[config.mk]
export PLATFORM = sky130hd
export DESIGN_NAME = eia_ctrl
export DESIGN_NICKNAME = d
export VERILOG_FILES = /design/src/rtl/eia_pkg.sv /design/src/rtl/eia_busy_edge.sv /design/src/rtl/eia_flag_bank.sv /design/src/rtl/eia_regs.sv /design/src/rtl/eia_ctrl.sv
export SDC_FILE = /design/constraint.sdc
export NUM_CORES = 1
export LEC_CHECK = 0
export BUFFER_PORTS_ARGS = -buffer_cell sky130_fd_sc_hd__buf_2
export CORE_MARGIN = 3
export CORE_UTILIZATION = 44
export CTS_CLUSTER_DIAMETER = 30
export DETAILED_ROUTE_END_ITERATION = 8
export PLACE_DENSITY_LB_ADDON = 0.3
export SYNTH_ARGS = -nofsm -noshare
export SYNTH_HDL_FRONTEND = slang
export SYNTH_SLANG_ARGS = --single-unit
export TNS_END_PERCENT = 5
[constraint.sdc]
create_clock -name clk -period 1.4 [get_ports clk]
set_clock_uncertainty 0.05 [all_clocks]
set_input_delay 0.14 -clock clk [delete_from_list [all_inputs] [get_ports clk]]
set_output_delay 0.14 -clock clk [all_outputs]
set_load 0.03 [all_outputs]
[src/rtl/eia_pkg.sv]
package eia_pkg;
   localparam int NUM_FLAGS  = 4;
   localparam int FLG_SUB    = 0;
   localparam int FLG_BSTART = 1;
   localparam int FLG_BEND   = 2;
   localparam int FLG_TEMP   = 3;
   localparam int ADR_FLAGS  = 0;
   localparam int ADR_MASK   = 1;
   localparam int ADR_CTRL   = 2;
endpackage

[src/rtl/eia_busy_edge.sv]
module eia_busy_edge (
   input  logic clk,
   input  logic rst_n,
   input  logic busy_i,
   output logic rise_o,
   output logic fall_o
);
   logic busy_q, busy_prev_q;

   always_ff @(posedge clk or negedge rst_n) begin
      if (!rst_n) begin
         busy_q      <= 1'b0;
         busy_prev_q <= 1'b0;
      end else begin
         busy_q      <= busy_i;
         busy_prev_q <= busy_q;
      end
   end

   assign rise_o = busy_q & ~busy_prev_q;
   assign fall_o = ~busy_q & busy_prev_q;

   assert_rise_single_R4: assert property (@(posedge clk) disable iff (!rst_n)
      rise_o |=> !rise_o);
   assert_fall_single_R5: assert property (@(posedge clk) disable iff (!rst_n)
      fall_o |=> !fall_o);
   assert_rise_follows_input_R4: assert property (@(posedge clk) disable iff (!rst_n)
      rise_o |-> $past(busy_i));
endmodule

[src/rtl/eia_flag_bank.sv]
module eia_flag_bank #(
   parameter int N = 4
) (
   input  logic         clk,
   input  logic         rst_n,
   input  logic [N-1:0] set_i,
   input  logic [N-1:0] clr_i,
   output logic [N-1:0] flags_o
);
   if (N < 1) begin : g_bad_n
      $error("eia_flag_bank: N must be at least 1");
   end

   for (genvar i = 0; i < N; i++) begin : g_flag
      logic flag_q;
      always_ff @(posedge clk or negedge rst_n) begin
         if (!rst_n) flag_q <= 1'b0;
         else        flag_q <= set_i[i] | (flag_q & ~clr_i[i]);
      end
      assign flags_o[i] = flag_q;

      assert_set_wins_R7: assert property (@(posedge clk) disable iff (!rst_n)
         set_i[i] |=> flags_o[i]);
      assert_sticky_R6: assert property (@(posedge clk) disable iff (!rst_n)
         (flags_o[i] && !clr_i[i]) |=> flags_o[i]);
      assert_quiet_R6: assert property (@(posedge clk) disable iff (!rst_n)
         (!set_i[i] && !clr_i[i]) |=> $stable(flags_o[i]));
   end
endmodule

[src/rtl/eia_regs.sv]
module eia_regs #(
   parameter int DATA_W    = 8,
   parameter int ADDR_W    = 2,
   parameter int N         = 4,
   parameter bit RDATA_REG = 1'b0
) (
   input  logic              clk,
   input  logic              rst_n,
   input  logic [ADDR_W-1:0] addr_i,
   input  logic              wr_i,
   input  logic [DATA_W-1:0] wdata_i,
   input  logic [N-1:0]      flags_i,
   output logic [N-1:0]      clr_o,
   output logic [N-1:0]      mask_o,
   output logic              act_low_o,
   output logic [DATA_W-1:0] rdata_o
);
   localparam logic [ADDR_W-1:0] A_FLAGS = ADDR_W'(eia_pkg::ADR_FLAGS);
   localparam logic [ADDR_W-1:0] A_MASK  = ADDR_W'(eia_pkg::ADR_MASK);
   localparam logic [ADDR_W-1:0] A_CTRL  = ADDR_W'(eia_pkg::ADR_CTRL);

   if (DATA_W <= N) begin : g_bad_w
      $error("eia_regs: DATA_W must exceed the flag count");
   end
   if (ADDR_W < 2) begin : g_bad_a
      $error("eia_regs: ADDR_W must be at least 2");
   end

   logic [N-1:0] mask_q;
   logic         act_low_q;
   logic [DATA_W-1:0] rd_next;
   logic unused_wdata;
   assign unused_wdata = ^wdata_i[DATA_W-1:N];

   always_ff @(posedge clk or negedge rst_n) begin
      if (!rst_n) begin
         mask_q    <= '0;
         act_low_q <= 1'b0;
      end else if (wr_i) begin
         if (addr_i == A_MASK) mask_q    <= wdata_i[N-1:0];
         if (addr_i == A_CTRL) act_low_q <= wdata_i[0];
      end
   end

   assign clr_o     = (wr_i && addr_i == A_FLAGS) ? wdata_i[N-1:0] : '0;
   assign mask_o    = mask_q;
   assign act_low_o = act_low_q;

   always_comb begin
      rd_next = '0;
      if (addr_i == A_FLAGS)     rd_next[N-1:0] = flags_i;
      else if (addr_i == A_MASK) rd_next[N-1:0] = mask_q;
      else if (addr_i == A_CTRL) rd_next[0]     = act_low_q;
   end

   if (RDATA_REG) begin : g_rd_reg
      logic [DATA_W-1:0] rdata_q;
      always_ff @(posedge clk or negedge rst_n) begin
         if (!rst_n) rdata_q <= '0;
         else        rdata_q <= rd_next;
      end
      assign rdata_o = rdata_q;
   end else begin : g_rd_comb
      assign rdata_o = rd_next;
   end

   assert_mask_write_R8: assert property (@(posedge clk) disable iff (!rst_n)
      (wr_i && addr_i == A_MASK) |=> mask_o == $past(wdata_i[N-1:0]));
   assert_pol_write_R9: assert property (@(posedge clk) disable iff (!rst_n)
      (wr_i && addr_i == A_CTRL) |=> act_low_o == $past(wdata_i[0]));
   assert_cfg_hold_R10: assert property (@(posedge clk) disable iff (!rst_n)
      !(wr_i && (addr_i == A_MASK || addr_i == A_CTRL)) |=>
         ($stable(mask_o) && $stable(act_low_o)));
endmodule

[src/rtl/eia_ctrl.sv]
module eia_ctrl #(
   parameter int DATA_W    = 8,
   parameter int ADDR_W    = 2,
   parameter bit RDATA_REG = 1'b0
) (
   input  logic              clk,
   input  logic              rst_n,
   input  logic              sub_irq_i,
   input  logic              sync_busy_i,
   input  logic              temp_alarm_i,
   input  logic [ADDR_W-1:0] reg_addr_i,
   input  logic              reg_wr_i,
   input  logic [DATA_W-1:0] reg_wdata_i,
   output logic [DATA_W-1:0] reg_rdata_o,
   output logic              irq_o
);
   localparam int N = eia_pkg::NUM_FLAGS;

   logic         busy_rise, busy_fall;
   logic [N-1:0] set_vec, clr_vec, flags, mask;
   logic         act_low, raw_req;

   eia_busy_edge u_edge (
      .clk    (clk),
      .rst_n  (rst_n),
      .busy_i (sync_busy_i),
      .rise_o (busy_rise),
      .fall_o (busy_fall)
   );

   always_comb begin
      set_vec = '0;
      set_vec[eia_pkg::FLG_SUB]    = sub_irq_i;
      set_vec[eia_pkg::FLG_BSTART] = busy_rise;
      set_vec[eia_pkg::FLG_BEND]   = busy_fall;
      set_vec[eia_pkg::FLG_TEMP]   = temp_alarm_i;
   end

   eia_flag_bank #(.N(N)) u_flags (
      .clk     (clk),
      .rst_n   (rst_n),
      .set_i   (set_vec),
      .clr_i   (clr_vec),
      .flags_o (flags)
   );

   eia_regs #(
      .DATA_W    (DATA_W),
      .ADDR_W    (ADDR_W),
      .N         (N),
      .RDATA_REG (RDATA_REG)
   ) u_regs (
      .clk       (clk),
      .rst_n     (rst_n),
      .addr_i    (reg_addr_i),
      .wr_i      (reg_wr_i),
      .wdata_i   (reg_wdata_i),
      .flags_i   (flags),
      .clr_o     (clr_vec),
      .mask_o    (mask),
      .act_low_o (act_low),
      .rdata_o   (reg_rdata_o)
   );

   assign raw_req = |(flags & mask);
   assign irq_o   = raw_req ^ act_low;

   assert_no_irq_without_mask_R8: assert property (@(posedge clk) disable iff (!rst_n)
      (mask == '0) |-> (irq_o == act_low));
   assert_temp_level_R3: assert property (@(posedge clk) disable iff (!rst_n)
      temp_alarm_i |=> flags[eia_pkg::FLG_TEMP]);
endmodule

# ---- Word-level counts from Yosys, hierarchy flattened
# Cells that the tools add are included.
dict set report totals {
  reg_bits 11
  inputBits 16
  output_inout_bits 9
  elab_cells 38
}
dict set report op_classes {
  n_eq_ne 2
  mux 5
  bitwise_logic 18
  reduce_logical 5
}
# operator count
set op_table {}
lappend op_table {{4-bit two-way mux} 2}
lappend op_table {{1-bit bitwise AND} 6}
lappend op_table {{1-bit inverter} 6}
lappend op_table {{4-bit bitwise AND} 1}
lappend op_table {{1-bit bitwise OR} 4}
lappend op_table {{2-bit AND reduction} 2}
lappend op_table {{4-bit OR reduction} 1}
lappend op_table {{3-bit two-way mux} 1}
lappend op_table {{2-bit by 1-bit equality test with 1-bit output, second input constant} 1}
lappend op_table {{2-bit equality test, second input constant} 1}
lappend op_table {{2-bit zero test} 1}
lappend op_table {{1-bit two-way mux} 2}
lappend op_table {{1-bit logical AND} 1}
lappend op_table {{1-bit XOR} 1}

# ---- Logic depth before layout (Yosys ltp)
dict set report depth {
  word_depth 6
  ltp_mapped 4
  mapped_depth_nobuf 3
}

# ---- Hierarchy
# From an unflattened synthesis, not the netlist that was laid out.
dict set report hier_totals {
  cells_unflattened 55
  area_unflattened_um2 626.9
}
# mod n_inst cells_each area_per_inst_um2 seq_area_each_um2
set modules_own_cells {}
lappend modules_own_cells {eia_regs 1 32 354.1 125.1}
lappend modules_own_cells {eia_flag_bank 1 16 175.2 100.1}
lappend modules_own_cells {eia_busy_edge 1 4 65.1 50.0}
lappend modules_own_cells {eia_ctrl 1 3 32.5 0.0}

# ---- Worst setup path after synthesis
# No wires, ideal clock.
dict set report synth_timing {
  path_type {reg-to-output}
  startpoint {reg u_flags.g_flag[0].flag_q}
  endpoint {out irq_o}
  arrival_ns 1.183
  required_ns 1.210
  path_slack_ns 0.027
  path_stages_with_launch 4
  n_path_buf 0
  cell_sequence {dfrtp_1 -> a22o_1 -> a221oi_1 -> xnor2_1}
}
dict set report synth_between {
  elab_chain_len 3
}
# item line_no
set synth_rtl {}
lappend synth_rtl {{from (decl)} eia_flag_bank.sv:15} ;# logic flag_q;
lappend synth_rtl {{from (signal assigned)} eia_flag_bank.sv:18} ;# else flag_q <= set_i[i] | (flag_q & ~clr_i[i]);
lappend synth_rtl {{4-bit bitwise AND} eia_ctrl.sv:65} ;# assign raw_req = |(flags & mask);
lappend synth_rtl {{4-bit OR reduction} eia_ctrl.sv:65}
lappend synth_rtl {{1-bit XOR} eia_ctrl.sv:66} ;# assign irq_o = raw_req ^ act_low;
lappend synth_rtl {{to (decl)} eia_ctrl.sv:15} ;# output logic irq_o
# Every way passes these cells.

# ---- Final worst setup path
dict set report layout_timing {
  startpoint {reg u_regs.mask_q[0] (netlist: u_regs.mask_o[0])}
  endpoint {out irq_o}
}
dict set report layout_between {
  elab_chain_len 3
}
# item line_no
set layout_rtl {}
lappend layout_rtl {{from (decl)} eia_regs.sv:29} ;# logic [N-1:0] mask_q;
lappend layout_rtl {{from (signal assigned)} eia_regs.sv:40} ;# if (addr_i == A_MASK) mask_q <= wdata_i[N-1:0];
lappend layout_rtl {{4-bit bitwise AND} eia_ctrl.sv:65}
lappend layout_rtl {{4-bit OR reduction} eia_ctrl.sv:65}
lappend layout_rtl {{1-bit XOR} eia_ctrl.sv:66}
# Every way passes these cells.

==> impl_metrics.ini <==
[timing]
worst_slack_ns = -0.245
fin_crit_ns = 1.64
finalCritPeriodShare_pct = 117
rsz0062_at_grt = true
setup_viol = 1
hold_violations = 0
fmax_mhz = 608
final-max-slew-violation-count = 0
tns_ns = -0.245

[worst_setup_path]
start_kind = register
critPathKind = register to primary output
slowest_delay_ns = 0.38
rr_worst_depth = 2
cp_max_fo = 2
cp.arrival_ns = 1.45
path_cells = a22o_1, a221oi_2, xnor2_1, buf_4
worst_setup_path_end_kind = primary output
slowest_stage = dfrtp_1
cp.required_ns = 1.21

[place]
dp_slack_ns = -0.0496
placed_area_um2 = 672
dpl.hpwl_um = 841
port_buffers = 16
numPlacedInstances = 78
gp_congestion = 0.729

[final_layout]
num-nets-final = 88
n_antenna_cell = 0
fillers = 112
area_growth_pct = 27.2
design_area_um2 = 737
drive_gt1_share_pct = 45.1
fin_cells = 85

[clock_network]
cts-root-buf = clkbuf_4
clk_path_buf_depth = 2
cts_tree = built
clk_latency_ns = 0.27
h-tree-depth = 1
clkSinkCount = 11
clk_pin_slew_worst_paths_ns = 0.06
numCtsBuffers = 3
postCtsSetupBuffers = 0

[route]
drtIter0Drc = 2
postRouteAntennaNets = 0
viasPerCell = 4.92
drc = 0
dr_wl_met2_um = 540
wl_met1_um = 531
topRoutingLayerUsed = met4
first_pass_iters = 2
num_vias = 418
met3WireLength_um = 73
wl_per_cell_um = 13.8
wirelength_um = 1180

[global_route]
grt_pass1_wl_um = 2110
grt_overflow = 0
grt_start_max_net_pins = 12
antenna_found_initial = 0
gr-usage-all-layers_pct = 16.4
grt_pass1_vias = 452

[die]
core_um2 = 1170
start_util_pct = 49.5
num_rows = 12
io_pins = 25
dieArea_um2 = 1790
die_y_um = 42.3
dieWidth_um = 42.3

[power_and_ir_drop]
cellPowerDensity_nw_per_um2 = 1160
ir_drop_mv = 0.634
power.total_mw = 0.857
power.leakage_nw = 0.368

[synthesis]
ys_seq_area_share_pct = 47.5
netlist.area_leader.share_pct = 47.5
synthCells = 47
synth_area_per_cell_um2 = 12.3
synth_warnings = 0
synth_compound_area_share_pct = 10.2
synth_area_um2 = 579
post_synth_xor_area_fraction_pct = 1.51
synthFlopType = dfrtp_1
ys_types = 20
synthMuxAreaShare_pct = 19.2
synth.most_common_cell = dfrtp_1
async_flop_share_pct = 100
yosys.area_share.adder_pct = 0
yosys.area.top_type = dfrtp_1
synth_edf_count = 0
synthSimpleGateAreaFrac_pct = 12.3
ys_top_cells_by_count = dfrtp_1, buf_4, mux2_4, mux2i_1, nand2_1
synth_top_family_by_area = multiplexers
synth_area_leaders = dfrtp_1, mux2_4, mux2i_1, buf_4, a22o_1
ys_seq_elements = 11

[worst_hold_path]
hp-class = primary input to register
hold_depth = 2

[status]
violations = setup timing
status = finished with violations

[run]
drv_cap = 0
==> critical path: cells and delay by family (launching register included) <==
family / cells / cell delay (ns)
buffers and inverters: 1 / 0.18
flip-flops: 1 / 0.38
XOR/XNOR: 1 / 0.15
AO/OA/AOI/OAI: 2 / 0.48
==> report_power, final <==
part           total, mW  switching, mW  internal (mW)
combinational      0.260          0.132          0.127
sequential         0.386         0.0307          0.355
clock              0.211          0.101          0.110
==> cells in the final DEF, fill, tap and decap left out <==
cell / instances
buf_2: 15
dfrtp_1: 11
buf_4: 5
mux2i_1: 4
nand2_1: 4
mux2_4: 4
conb_1: 4
nor2_1: 3
clkbuf_4: 3
dlygate4sd3_1: 3
o2bb2ai_1: 2
a22o_1: 2
a21o_1: 2
nor2b_4: 1
a221oi_2: 1
xnor2_1: 1
inv_1: 1
nor3b_2: 1
nand2_4: 1
nand3b_1: 1
mux2_2: 1
clkbuf_1: 1
==> flip-flops by register name, indices dropped and copies added, names as in the netlist <==
name / count
u_regs.mask_o: 4
u_flags.g_flag.flag_q: 4
u_edge.busy_prev_q: 1
u_edge.busy_q: 1
u_regs.act_low_o: 1
==> kinds of logic after synthesis <==
logic type      after synthesis
xor+xnor                      1
simple gates                 11
buf+inv                       7
flops                        11
other cells                   1
mux                           9
compound gates                7
==> per-layer routing <==
layer	GRT usage [%]	up-vias
li1	-	203
met1	20.7	193
met2	25.2	17
met3	3.86	5
met4	9.32	0
met5	0	-
==> layout make-up <==
cell class                      count  area [µm²]  area share [%]
Sequential cell                    11         275            37.4
Multi-Input combinational cell     32         272            36.8
Timing Repair Buffer               23         143            19.4
Clock buffer                        4        26.3            3.57
Tap cell                           14        17.5            2.38
Inverter                            1        3.75           0.509
==> per-stage QoR <==
stage	utilization (%)	hold slack [ns]
global placement	57.4	-0.0331
finish	62.9	0.00230
detailed placement	57.4	-0.0318
floorplan	-	-0.206
global route	62.9	0.0122
CTS	62.9	0.000687
==> final timing paths <==
| path | start | endpoint | slack (ns) |
|---|---|---|---|
| worst min-delay path | sub_irq_i | u_flags.g_flag[0].flag_q | 0.002 |
| worst max-delay path | u_regs.mask_o[0] | irq_o | -0.24 |
| worst min register to register | u_edge.busy_q | u_edge.busy_prev_q | 0.40 |
| min in group asynchronous | rst_n | u_flags.g_flag[2].flag_q | 0.23 |
| max in group asynchronous | rst_n | u_edge.busy_prev_q | 0.87 |
| worst max register to register | u_regs.mask_o[0] | u_regs.mask_o[0] | 0.47 |
==> timing repair <==
action | in CTS | in global routing
hold buffers | 3 | 0
endpoints found under the hold margin | 13 | 0
gates resized for setup | 2 | 0
endpoints found under the setup margin | 1 | 3
pin swaps | 2 | 0
No activity file was read; power rests on OpenSTA's default activity.
